`config.mk`:
```
export PLATFORM = sky130hd
export DESIGN_NAME = alias_line_tester
export DESIGN_NICKNAME = d
export VERILOG_FILES = /design/src/rtl/altest_pkg.sv /design/src/rtl/altest_probe_gen.sv /design/src/rtl/altest_rd_track.sv /design/src/rtl/altest_seq.sv /design/src/rtl/alias_line_tester.sv
export SDC_FILE = /design/constraint.sdc
export NUM_CORES = 1
export LEC_CHECK = 0
export ABC_AREA = 1
export BUFFER_PORTS_ARGS = -buffer_cell sky130_fd_sc_hd__buf_2
export CAP_MARGIN = 20
export CORE_UTILIZATION = 60
export DETAILED_ROUTE_END_ITERATION = 10
export HOLD_SLACK_MARGIN = 0.06
export PLACE_DENSITY = 0.87
export SLEW_MARGIN = 40
export SYNTH_ARGS = -nofsm -noshare
export SYNTH_HDL_FRONTEND = slang
export SYNTH_SLANG_ARGS = --single-unit
```
`constraint.sdc`:
```
create_clock -name clk -period 12.15 [get_ports clk]
set_input_delay 0.6075 -clock clk [delete_from_list [all_inputs] [get_ports clk]]
set_output_delay 0.6075 -clock clk [all_outputs]
set_load 0.05 [all_outputs]
```
`src/rtl/altest_pkg.sv`:
```
package altest_pkg;

   typedef enum logic [2:0] {
      ST_IDLE,
      ST_PROBE,
      ST_WAIT1,
      ST_WRITE,
      ST_READ2,
      ST_WAIT2,
      ST_ADV,
      ST_FIN
   } at_state_e;

endpackage

```
`src/rtl/altest_probe_gen.sv`:
```
module altest_probe_gen #(
   parameter int ADDR_W = 16,
   parameter int DATA_W = 32
) (
   input  logic [ADDR_W-1:0] base,
   input  logic [ADDR_W:0]   size,
   input  logic              hi_pass,
   input  logic [ADDR_W-1:0] mask,
   output logic [ADDR_W-1:0] test_addr,
   output logic [ADDR_W-1:0] partner,
   output logic              in_range
);
   localparam int WORD_BYTES = DATA_W / 8;

   logic [ADDR_W:0] end_ext;
   logic [ADDR_W:0] top_ext;

   always_comb begin
      end_ext   = {1'b0, base} + size;
      top_ext   = end_ext - (ADDR_W+1)'(WORD_BYTES);
      test_addr = hi_pass ? top_ext[ADDR_W-1:0] : base;
      partner   = test_addr ^ mask;
      in_range  = ({1'b0, partner} >= {1'b0, base}) &&
                  ({1'b0, partner} <  end_ext);
   end

endmodule

```
`src/rtl/altest_rd_track.sv`:
```
module altest_rd_track #(
   parameter int RD_LAT = 1
) (
   input  logic clk,
   input  logic rst_n,
   input  logic rd_req,
   output logic data_ok
);
   generate
      if (RD_LAT == 1) begin : g_single
         logic v_q;
         always_ff @(posedge clk or negedge rst_n) begin
            if (!rst_n) v_q <= 1'b0;
            else        v_q <= rd_req;
         end
         assign data_ok = v_q;
      end else begin : g_chain
         logic [RD_LAT-1:0] v_q;
         always_ff @(posedge clk or negedge rst_n) begin
            if (!rst_n) v_q <= '0;
            else        v_q <= {v_q[RD_LAT-2:0], rd_req};
         end
         assign data_ok = v_q[RD_LAT-1];
      end
   endgenerate

endmodule

```
`src/rtl/altest_seq.sv`:
```
module altest_seq
   import altest_pkg::*;
#(
   parameter int ADDR_W = 16,
   parameter int DATA_W = 32
) (
   input  logic              clk,
   input  logic              rst_n,
   input  logic              start,
   input  logic [ADDR_W-1:0] base_in,
   input  logic [ADDR_W:0]   size_in,
   input  logic [ADDR_W-1:0] test_addr,
   input  logic [ADDR_W-1:0] partner,
   input  logic              in_range,
   input  logic              data_ok,
   input  logic [DATA_W-1:0] mem_rdata,
   output logic [ADDR_W-1:0] base_q,
   output logic [ADDR_W:0]   size_q,
   output logic              hi_pass,
   output logic [ADDR_W-1:0] mask,
   output logic              mem_rd,
   output logic              mem_wr,
   output logic [ADDR_W-1:0] mem_addr,
   output logic [DATA_W-1:0] mem_wdata,
   output logic              busy,
   output logic              done,
   output logic              pass,
   output logic              err_valid,
   output logic [ADDR_W-1:0] err_test,
   output logic [ADDR_W-1:0] err_partner,
   output logic [ADDR_W-1:0] err_mask
);
   localparam int OFS_W = $clog2(DATA_W / 8);
   localparam logic [ADDR_W-1:0] MASK0 = {{(ADDR_W-1){1'b0}}, 1'b1} << OFS_W;

   at_state_e         state;
   logic [DATA_W-1:0] inv_q;
   logic              fail_seen;
   logic [ADDR_W-1:0] mask_nxt;

   assign mask_nxt  = mask << 1;
   assign busy      = (state != ST_IDLE);
   assign mem_rd    = ((state == ST_PROBE) && in_range) || (state == ST_READ2);
   assign mem_wr    = (state == ST_WRITE);
   assign mem_addr  = (state == ST_WRITE) ? test_addr : partner;
   assign mem_wdata = inv_q;

   always_ff @(posedge clk or negedge rst_n) begin
      if (!rst_n) begin
         state       <= ST_IDLE;
         base_q      <= '0;
         size_q      <= '0;
         hi_pass     <= 1'b0;
         mask        <= MASK0;
         inv_q       <= '0;
         fail_seen   <= 1'b0;
         done        <= 1'b0;
         pass        <= 1'b0;
         err_valid   <= 1'b0;
         err_test    <= '0;
         err_partner <= '0;
         err_mask    <= '0;
      end else begin
         done      <= 1'b0;
         err_valid <= 1'b0;
         case (state)
            ST_IDLE: begin
               if (start) begin
                  base_q    <= base_in;
                  size_q    <= size_in;
                  hi_pass   <= 1'b0;
                  mask      <= MASK0;
                  fail_seen <= 1'b0;
                  pass      <= 1'b0;
                  state     <= ST_PROBE;
               end
            end
            ST_PROBE: state <= in_range ? ST_WAIT1 : ST_ADV;
            ST_WAIT1: begin
               if (data_ok) begin
                  inv_q <= ~mem_rdata;
                  state <= ST_WRITE;
               end
            end
            ST_WRITE: state <= ST_READ2;
            ST_READ2: state <= ST_WAIT2;
            ST_WAIT2: begin
               if (data_ok) begin
                  if (mem_rdata == inv_q) begin
                     err_valid   <= 1'b1;
                     err_test    <= test_addr;
                     err_partner <= partner;
                     err_mask    <= mask;
                     fail_seen   <= 1'b1;
                  end
                  state <= ST_ADV;
               end
            end
            ST_ADV: begin
               if (mask_nxt != '0) begin
                  mask  <= mask_nxt;
                  state <= ST_PROBE;
               end else if (!hi_pass) begin
                  hi_pass <= 1'b1;
                  mask    <= MASK0;
                  state   <= ST_PROBE;
               end else begin
                  state <= ST_FIN;
               end
            end
            ST_FIN: begin
               done  <= 1'b1;
               pass  <= !fail_seen;
               state <= ST_IDLE;
            end
            default: state <= ST_IDLE;
         endcase
      end
   end

endmodule

```
`src/rtl/alias_line_tester.sv`:
```
module alias_line_tester #(
   parameter int ADDR_W = 16,
   parameter int DATA_W = 32,
   parameter int RD_LAT = 1
) (
   input  logic              clk,
   input  logic              rst_n,
   input  logic              start,
   input  logic [ADDR_W-1:0] region_base,
   input  logic [ADDR_W:0]   region_size,
   output logic              busy,
   output logic              done,
   output logic              pass,
   output logic              err_valid,
   output logic [ADDR_W-1:0] err_test_addr,
   output logic [ADDR_W-1:0] err_partner_addr,
   output logic [ADDR_W-1:0] err_mask,
   output logic              mem_rd,
   output logic              mem_wr,
   output logic [ADDR_W-1:0] mem_addr,
   output logic [DATA_W-1:0] mem_wdata,
   input  logic [DATA_W-1:0] mem_rdata
);
   localparam int WORD_BYTES = DATA_W / 8;
   localparam int OFS_W      = $clog2(WORD_BYTES);

   generate
      if ((DATA_W % 8) != 0 || (WORD_BYTES & (WORD_BYTES - 1)) != 0) begin : g_bad_width
         $error("DATA_W must be a power-of-two number of bytes");
      end
      if (ADDR_W <= OFS_W) begin : g_bad_addr
         $error("ADDR_W must exceed the byte offset width");
      end
      if (RD_LAT < 1) begin : g_bad_lat
         $error("RD_LAT must be at least 1");
      end
   endgenerate

   logic [ADDR_W-1:0] base_q;
   logic [ADDR_W:0]   size_q;
   logic              hi_pass;
   logic [ADDR_W-1:0] mask;
   logic [ADDR_W-1:0] test_addr;
   logic [ADDR_W-1:0] partner;
   logic              in_range;
   logic              data_ok;

   altest_probe_gen #(.ADDR_W(ADDR_W), .DATA_W(DATA_W)) u_gen (
      .base      (base_q),
      .size      (size_q),
      .hi_pass   (hi_pass),
      .mask      (mask),
      .test_addr (test_addr),
      .partner   (partner),
      .in_range  (in_range)
   );

   altest_rd_track #(.RD_LAT(RD_LAT)) u_trk (
      .clk     (clk),
      .rst_n   (rst_n),
      .rd_req  (mem_rd),
      .data_ok (data_ok)
   );

   altest_seq #(.ADDR_W(ADDR_W), .DATA_W(DATA_W)) u_seq (
      .clk         (clk),
      .rst_n       (rst_n),
      .start       (start),
      .base_in     (region_base),
      .size_in     (region_size),
      .test_addr   (test_addr),
      .partner     (partner),
      .in_range    (in_range),
      .data_ok     (data_ok),
      .mem_rdata   (mem_rdata),
      .base_q      (base_q),
      .size_q      (size_q),
      .hi_pass     (hi_pass),
      .mask        (mask),
      .mem_rd      (mem_rd),
      .mem_wr      (mem_wr),
      .mem_addr    (mem_addr),
      .mem_wdata   (mem_wdata),
      .busy        (busy),
      .done        (done),
      .pass        (pass),
      .err_valid   (err_valid),
      .err_test    (err_test_addr),
      .err_partner (err_partner_addr),
      .err_mask    (err_mask)
   );

endmodule

```
[Word level (Yosys, flattened, before mapping)]
Cells that the tools add are included.
Word-level totals
  bits of input ports: 68
  output and inout bits: 102
  logic and storage cells: 76
  flip-flop bits (word level): 138
Operators by class
  add/sub/neg operators: 2
  equality and inequality tests: 14
  bitwise logic cells: 2
  reductions and logical operators: 18
  multiplexer cells: 24
  magnitude comparators: 2
Operators with widths (number)
  $mux W16: 5
  $eq A32 B32 Y1: 1
  $not A32 Y32: 1
  $pmux W16 S2: 1
  $pmux W3 S8: 1
  $mux W3: 6
  $add A16 B17 Y17: 1
  $lt A16 B17 Y1: 1
  $ge A16 B16 Y1: 1
  $reduce_bool A16 Y1: 1
  $sub A16 B3 Y16 const B: 1
  $xor A16 B16 Y16: 1
  $eq A3 B3 Y1 const B: 4
  $reduce_and A3 Y1: 4
  $mux W1: 8
  $ne A2 B2 Y1 const B: 4
  $eq A3 B2 Y1 const B: 2
  $pmux W1 S2: 3
  $reduce_and A2 Y1: 3
  $reduce_bool A2 Y1: 3
  $reduce_and A4 Y1: 1
  $eq A3 B1 Y1 const B: 1
  $logic_not A3 Y1: 1
  $ne A3 B3 Y1 const B: 1
  other kinds (5): 6

[Depth between registers and ports, before layout]
Gate-level depths: netlist (run 1).
  depth in word-level cells: 8
  gate-level depth with buffers: 35

[Cells and area by module]
From an unflattened synthesis (run 1), not the netlist that was laid out.
Unflattened totals
  cells, all modules: 1193
  area total of the unflattened synthesis: 8664.6 um2
By module, submodules not included
  altest_seq: area an instance 6200.9 um2, sequential area each 3329.4 um2, instances 1, cells each 791
  altest_probe_gen: area an instance 2438.6 um2, sequential area each 0.0 um2, instances 1, cells each 401
  altest_rd_track: area an instance 25.0 um2, sequential area each 25.0 um2, instances 1, cells each 1

[Worst setup path before layout (run 1)]
Ideal clock, no wire load.
  kind: reg2out
  from: register u_seq.base_q[2]
  to: output port mem_rd
  data arrival time: 4.113 ns
  setup slack: 7.430 ns
  data required time: 11.542 ns
  stages on the path, launching flop included: 31
  buffers on the path: 0
  cell sequence: dfrtp_1 > ha_1 > or2_1 > and2_1 > xor2_1 > inv_1 > ha_1 > inv_1 > nor2_4 > nand2_4 > xor2_1 > o21ai_0 > xor2_1 > ha_1 > a21oi_1 > nor2_1 > nor2_1 > nand4_1 > nand2_1 > nand2_1 > o211ai_1 > inv_1 > nand2_1 > nand2_1 > nand2_1 > nand2_1 > nand2_1 > nand2_1 > nand2_1 > nand3_1 > nand2_1
On the way
  word-level cells in the longest chain between the ends: 8
Ends and longest elaborated chain
  start, declared: line altest_seq.sv:17  | output logic [ADDR_W-1:0] base_q,
  start signal, assigned: line altest_seq.sv:69  | base_q <= base_in;
  $add A16 B17 Y17 (*): line altest_probe_gen.sv:19  | end_ext = {1'b0, base} + size;
  $sub A16 B3 Y16 (*): line altest_probe_gen.sv:20  | top_ext = end_ext - (ADDR_W+1)'(WORD_BYTES);
  $mux W16 (*): line altest_probe_gen.sv:21  | test_addr = hi_pass ? top_ext[ADDR_W-1:0] : base;
  $xor A16 B16 Y16 (*): line altest_probe_gen.sv:22  | partner = test_addr ^ mask;
  via partner[6]: line alias_line_tester.sv:44  | logic [ADDR_W-1:0] partner;
  $lt A16 B17 Y1 / $ge A16 B16 Y1 (equally long branches): line altest_probe_gen.sv:24, altest_probe_gen.sv:23
  $logic_and A1 B1 Y1 (*): line altest_probe_gen.sv:23  | in_range = ({1'b0, partner} >= {1'b0, base}) &&
  $logic_and A1 B1 Y1 (*): line altest_seq.sv:43  | assign mem_rd = ((state == ST_PROBE) && in_range) || (state == ST_READ2);
  $logic_or A1 B1 Y1 (*): line altest_seq.sv:43
  end, declared: line alias_line_tester.sv:18  | output logic mem_rd,
The timed path passes the listed nets; every way through them passes the cells marked *.

[Final worst setup path (run 1)]
  from: register u_seq.base_q[0]
  to: output port mem_rd
Same word-level chain as after synthesis.

==> results.rst, run 1 <==
.. list-table::
   :header-rows: 1

   * - Metric
     - Value
   * - Pin count of the biggest net entering global routing
     - 71
   * - Hold Fails Final Rpt
     - 0
   * - Die Wd
     - about 120 um
   * - Critical Path Source Type
     - register
   * - Setup repair after global routing missed its margin
     - false
   * - Boundary Pins
     - 170
   * - Die footprint
     - around 14000 sq um
   * - Initial antenna violation count
     - 0
   * - Count of different cell masters after synthesis
     - 56
   * - Top cells by instance count after synthesis
     - nand2_1 (305), dfrtp_1 (131), o21ai_0 (92)
   * - Fraction of synthesized cell area taken by the top area cell type
     - roughly two fifths
   * - Wire length of the first global-routing pass
     - 32700 um
   * - CTS Root Cell
     - clkbuf_16
   * - Highest net fanout along the worst path
     - 4
   * - Area after DPL
     - approximately 9000 sq um
   * - Highest clock rate
     - 174 MHz
   * - Number of global-route vias before repair
     - approximately 7000
   * - Status
     - finished clean
   * - Total standard cell area after synthesis
     - between 7000 and 8000 sq um
   * - Height of the die
     - 116 um
   * - Final core utilization
     - between 70% and 80%
   * - CP most frequent cell
     - nand2_1
   * - Clk slew on worst S/H paths
     - 0.06 ns
   * - Post-CTS Repair Setup Buffers
     - 0
   * - Share of the clock period used by the worst path
     - 47.4%
   * - Slew Limit Headroom
     - 49.0%
   * - Total track usage
     - 31.6%
   * - Aggregate global routing overflow
     - 0
   * - Number of buffers and inverters on the critical path
     - 4
   * - Weighted congestion at the end of routability-driven global placement
     - around 0.92
   * - Number of violations reported at the end of detailed-routing iteration 0
     - ~520
   * - # Max-Cap Violations
     - 0
   * - Biggest area contributors in the synthesized netlist
     - dfrtp_1 (42%), nand2_1 (15%), ha_1 (7.5%), o21ai_0 (5.9%), xor2_1 (4.9%)
   * - Yosys reg bits
     - 132
   * - Slew of the pin with the lowest slew margin
     - ~0.76 ns
   * - Crit path DAT
     - roughly 5.2 ns
   * - Number of DRC violations after detailed routing
     - 0
   * - Minimum hold slack
     - between 0.15 and 0.2 ns
   * - Layout area overhead
     - 18.6%
   * - TritonCTS buffer count
     - 17
   * - Quantity of hold-fixing buffers added after cts
     - 0
   * - Port Buf Inserts
     - about 170
   * - Async S/R FF share, synth
     - 100%
   * - H-tree levels
     - 4
   * - Filler cell count in the final layout
     - about 1000
   * - Total inserted antenna cells
     - 0
   * - Biggest cell delay along the critical path
     - roughly 0.44 ns
   * - Crit Path Class
     - reg2out
   * - Yosys Warn Count
     - 0
   * - Count of nets left with antenna violations after detail routing
     - 0
   * - Cells after synthesis
     - just under 1000
   * - Sequential cell area fraction in the yosys report
     - around 42%
   * - Clock latency on the worst-skew pair
     - 0.43 ns
   * - Library cell with the highest instance count after synthesis
     - nand2_1
   * - Post-synth EDFFs
     - 0
   * - Number of clock sinks seen by CTS
     - between 100 and 150
   * - Category of cells accounting for the largest share of critical-path delay
     - adder cells
   * - Min-Delay Path Class
     - in2async
   * - Leading area contributor after synthesis
     - dfrtp_1
   * - First-pass detailed-route iteration total
     - 5
   * - Mean instance size in the synthesized netlist
     - a little over 8 sq um
   * - Required arrival time at the worst endpoint
     - 11.54 ns
   * - Predominant post-synthesis flop cell
     - dfrtp_1
   * - Number of core rows
     - slightly above 40
   * - Aggregate routed wire length
     - about 20000 um
   * - # setup viols final
     - 0
   * - Type of element capturing the critical path
     - output pin
   * - Fin crit period
     - between 5 and 6 ns
   * - Post-detailed-placement half-perimeter wirelength
     - around 15000 um
   * - Final clock skew
     - 0.00756 ns
   * - Clock tree from TritonCTS
     - done
   * - Vias
     - slightly above 7000
   * - Setup total negative slack
     - 0 ns
   * - Quantity of gates resized following cts
     - 0
   * - Wire length per cell after detailed routing
     - between 15 and 20 um
   * - Avg Vias per Cell
     - between 5 and 6
   * - Slowest cell on the critical path
     - fa_1
   * - Fraction of final layout cells sized beyond drive strength 1
     - a little over a fifth
   * - Core Region
     - about 13000 sq um
   * - Maximum buffer depth of the clock tree
     - 2
   * - Initial core utilization
     - just over 60%
   * - Fin area
     - a little over 9000 sq um
   * - Total Nets Final
     - about 1200
   * - Slew Limit Fails
     - 0
-- layout make-up --
| cell class | count | area (sq um) | area share, % |
|---|---|---|---|
| multi-input cells | 710 | 4010 | 43.2 |
| flip-flops and latches | 132 | 3300 | 35.5 |
| repair buffers | 172 | 883 | 9.50 |
| clock buffers | 26 | 479 | 5.16 |
| inverters | 97 | 364 | 3.92 |
| well taps | 172 | 215 | 2.32 |
| clock inverters | 6 | 35.0 | 0.377 |
-- layout by cell type (no fill, tap or decap), drive strengths merged --
cell / synthesis / layout
dfstp: 1 / 1
nand2: 320 / 320
clkinv: 3 / 7
or2: 4 / 4
clkbuf: 23 / 26
a21o: 2 / 2
o21ai: 110 / 110
a2111o: 1 / 1
clkinvlp: 0 / 2
xor2: 49 / 49
o22ai: 14 / 14
nand3: 34 / 34
xnor2: 3 / 3
conb: 1 / 2
ha: 47 / 47
fa: 1 / 1
nor4b: 1 / 1
buf: 12 / 172
a21boi: 1 / 1
nor2: 45 / 45
nand3b: 3 / 3
nor3b: 2 / 2
dfrtp: 131 / 131
inv: 94 / 94
nor3: 11 / 11
a21oi: 24 / 24
or4: 1 / 1
o21bai: 3 / 3
a221oi: 1 / 1
o31ai: 1 / 1
and2: 3 / 3
nor4: 9 / 9
o21a: 2 / 2
o211ai: 2 / 2
a31oi: 2 / 2
and3: 1 / 1
nand4: 11 / 11
-- kinds of logic (layout without fill, tap and decap cells) --
kind of cell,count (synthesis),count (layout),share of synthesized area (%)
compound gates,163,163,11.3
xor+xnor,52,52,6.67
fa+ha+maj,48,48,7.76
buf+inv,132,301,6.90
flops,132,132,42.2
other cells,1,2,0.0478
simple gates,445,445,25.1
-- stage by stage --
step | worst slack [ns] | std cells
2_1_floorplan | 7.43 | 974
3_3_place_gp | 7.14 | 1283
3_5_place_dp | 6.93 | 1283
4_1_cts | 6.45 | 1315
5_1_grt | 6.03 | 1315
6_report | 6.40 | 1315
-- final timing paths --
path	startpoint	to	slack [ns]	cells after the start
max in group asynchronous	rst_n	u_seq.mem_wdata[27]	10.96	2
min	rst_n	u_seq.err_partner[1]	0.16	1
max reg2reg	u_seq.base_q[0]	u_seq.state[2]	7.62	30
max	u_seq.base_q[0]	mem_rd	6.40	30
min in group clk	region_size[10]	u_seq.size_q[10]	0.37	3
min reg2reg	u_seq.err_partner[2]	u_seq.err_partner[2]	0.47	2
-- registers in the layout, indices dropped and copies added, names as in the netlist --
signal             count
u_seq.mem_wdata       32
u_seq.size_q          17
u_seq.base_q          16
u_seq.err_partner     16
u_seq.err_mask        14
u_seq.err_test        14
u_seq.mask            14
u_seq.state            3
u_seq.done             1
u_seq.err_valid        1
u_seq.fail_seen        1
u_seq.hi_pass          1
u_seq.pass             1
u_trk.data_ok          1
-- layer usage --
layer	wire [um]	GRT usage, %	vias up
li1	-	-	3468
met1	8590	40.1	3332
met2	9320	51.0	296
met3	1350	7.99	54
met4	613	15.0	0
met5	0	0	-
Power of run 1 is left out: the tool's default activity adds up to more than one toggle a clock period on the data nets, which glitch-free logic cannot reach.
==> run 2: changes to the inputs <==
--- a/config.mk
+++ b/config.mk
@@ -8,10 +8,10 @@
 export ABC_AREA = 1
 export BUFFER_PORTS_ARGS = -buffer_cell sky130_fd_sc_hd__buf_2
 export CAP_MARGIN = 20
-export CORE_UTILIZATION = 60
+export CORE_UTILIZATION = 50
 export DETAILED_ROUTE_END_ITERATION = 10
 export HOLD_SLACK_MARGIN = 0.06
-export PLACE_DENSITY = 0.87
+export PLACE_DENSITY = 0.77
 export SLEW_MARGIN = 40
 export SYNTH_ARGS = -nofsm -noshare
 export SYNTH_HDL_FRONTEND = slang
==> constraint.sdc (replaced) <==
create_clock -name clk -period 4.6 [get_ports clk]
set_input_delay 0.23 -clock clk [delete_from_list [all_inputs] [get_ports clk]]
set_output_delay 0.23 -clock clk [all_outputs]
set_load 0.05 [all_outputs]
==> results.rst, run 2 (synthesis results as in run 1) <==
.. list-table::
   :header-rows: 1

   * - Metric
     - Value
   * - Biggest cell delay along the critical path
     - 0.41 ns (was 0.44 ns)
   * - Post-detailed-placement half-perimeter wirelength
     - 14900 um (was 14700 um)
   * - Minimum hold slack
     - 0.241 ns (was 0.159 ns)
   * - Wire length of the first global-routing pass
     - 35300 um (was 32700 um)
   * - Worst Reg2Reg Path Length in Cells
     - 33 (was 30)
   * - Slew of the pin with the lowest slew margin
     - 0.730 ns (was 0.760 ns)
   * - Crit Path Class
     - reg2out (unchanged)
   * - Number of core rows
     - 45 (was 41)
   * - Boundary Pins
     - 170 (unchanged)
   * - # setup viols final
     - 1 (was 0)
   * - CTS Root Cell
     - clkbuf_16 (unchanged)
   * - Leading cell types in the layout, fill and taps excluded
     - nand2_1 (298), buf_2 (165), dfrtp_1 (131) (was nand2_1 (305), buf_2 (166), dfrtp_1 (131))
   * - First-pass detailed-route iteration total
     - 7 (was 5)
   * - Pin count of the biggest net entering global routing
     - 91 (was 71)
   * - Crit path DAT
     - 4.47 ns (was 5.15 ns)
   * - Maximum buffer depth of the clock tree
     - 2 (unchanged)
   * - Total track usage
     - 28.1% (was 31.6%)
   * - Total inserted antenna cells
     - 0 (unchanged)
   * - Layout area overhead
     - 35.7% (was 18.6%)
   * - Number of flip-flops under the largest register name
     - 32 (unchanged)
   * - Most common cell after layout, fill and taps aside
     - nand2_1 (unchanged)
   * - Weighted congestion at the end of routability-driven global placement
     - 0.917 (was 0.915)
   * - Failing checks
     - negative setup slack
   * - Slew Limit Headroom
     - 51.0% (was 49.0%)
   * - Fraction of final layout cells sized beyond drive strength 1
     - 26.5% (was 21.6%)
   * - TritonCTS buffer count
     - 17 (unchanged)
   * - Worst setup margin
     - -0.103 ns (was 6.40 ns)
   * - Number of DRC violations after detailed routing
     - 0 (unchanged)
   * - Highest net fanout along the worst path
     - 3 (was 4)
   * - Aggregate routed wire length
     - 22300 um (was 19900 um)
   * - Initial antenna violation count
     - 0 (unchanged)
   * - Avg Vias per Cell
     - 5.19 (was 5.44)
   * - Number of violations reported at the end of detailed-routing iteration 0
     - 525 (was 517)
   * - Aggregate global routing overflow
     - 0 (unchanged)
   * - Fin crit period
     - about 4.7 ns
   * - Highest clock rate
     - approximately 210 MHz
   * - CP most frequent cell
     - nand2_1 (unchanged)
   * - Slowest cell on the critical path
     - dfrtp_1 (was fa_1)
   * - Number of global-route vias before repair
     - 7406 (was 6992)
   * - # Max-Cap Violations
     - 0 (unchanged)
   * - Clock latency on the worst-skew pair
     - 0.44 ns (was 0.43 ns)
   * - Final core utilization
     - 69.7% (was 73.4%)
   * - Total Nets Final
     - 1359 (was 1246)
   * - Filler cell count in the final layout
     - 1162 (was 1001)
   * - Vias
     - 7613 (was 7150)
   * - Clk slew on worst S/H paths
     - 0.06 ns (about the same)
   * - Critical Path Source Type
     - register (unchanged)
   * - Slew Limit Fails
     - 0 (unchanged)
   * - Count of nets left with antenna violations after detail routing
     - 0 (unchanged)
   * - Setup repair after global routing missed its margin
     - true (was false)
   * - Number of clock sinks seen by CTS
     - 132 (unchanged)
   * - Clock tree from TritonCTS
     - done (unchanged)
   * - Core Region
     - 15300 sq um (was 12700 sq um)
   * - Required arrival time at the worst endpoint
     - 4.37 ns (was 11.54 ns)
   * - Port Buf Inserts
     - 167 (unchanged)
   * - H-tree levels
     - 4 (unchanged)
   * - Minimum setup slack after placement
     - 0.0386 ns (was 6.93 ns)
   * - Min-Delay Path Class
     - in2reg (was in2async)
   * - Status
     - finished with violations (was finished clean)
   * - Share of the clock period used by the worst path
     - 102%
   * - Type of element capturing the critical path
     - output pin (unchanged)
   * - Hold Fails Final Rpt
     - 0 (unchanged)
   * - Number of stages on the worst hold path
     - 5
   * - Wire length per cell after detailed routing
     - 15.2 um (was 15.1 um)
   * - Initial core utilization
     - 51.4% (was 61.9%)
   * - Die footprint
     - 16200 sq um (was 13500 sq um)
   * - Die Wd
     - 127 um (was 116 um)
   * - Height of the die
     - 127 um (was 116 um)
   * - Final clock skew
     - 0.0115 ns (was 0.00756 ns)
==> run 2: cell count changes in the layout (fill, tap and decap cells not counted), moves of 6 or more <==
cell,delta
dlygate4sd3_1,+66
buf_4,+48
nand2_1,-7
clkbuf_1,-6
ha_1,-6
ha_4,+6
nand2_2,+6
==> run 2: path summary, 6_finish.rpt <==
kind,start,to,slack (ns)
max,u_seq.base_q[1],mem_rd,-0.10
min,start,u_seq.state[0],0.24
max reg2reg,u_seq.base_q[1],u_seq.state[2],0.61
min reg2reg,u_seq.err_partner[6],u_seq.err_partner[6],0.47
max in group asynchronous,rst_n,u_seq.mem_wdata[4],3.17
min in group asynchronous,rst_n,u_seq.base_q[2],0.41
==> run 2: per-stage QoR <==
step / instance area [sq um] / TNS [ns] / cells
global route: 10600 / -0.407 / 1467
finish: 10600 / -0.103 / 1467
CTS: 10400 / -0.0926 / 1457
detailed placement: 8940 / 0 / 1337
floorplan: 7840 / 0 / 974
global placement: 8930 / 0 / 1337
==> run 2: timing repair <==
item	CTS	global route
hold buffers	66	0
endpoints found under the setup margin	1	1
setup buffers	22	10
resized for setup	19	27
hold endpoints to repair	153	0
pin swaps	23	20
==> run 2: routing by layer <==
metal | global-route usage (%) | share of wire (%)
met1 | 34.0 | 42
met2 | 48.0 | 48
met3 | 6.87 | 6.6
met4 | 12.0 | 3.1
met5 | 0 | 0
==> run 2: critical path, delay by kind of cell, from the launching register on <==
family                     cells  cell delay, ns
AOI/OAI and AO/OA              2            0.25
xor gates and xnor gates       1            0.16
adders and majority gates      2            0.63
buffers and inverters         11            1.26
DFF                            1            0.41
and+or+nand+nor               17            1.32
==> run 2: layout make-up <==
| type | instances | area, sq um | share of cell area (%) |
|---|---|---|---|
| multi-input cells | 710 | 4200 | 39.5 |
| flip-flops and latches | 132 | 3300 | 31.1 |
| repair buffers | 285 | 1910 | 17.9 |
| clock buffers | 18 | 429 | 4.04 |
| inverters | 97 | 364 | 3.42 |
| well taps | 211 | 264 | 2.48 |
| clock inverters | 14 | 170 | 1.60 |
Power of run 2 is left out for the same reason.
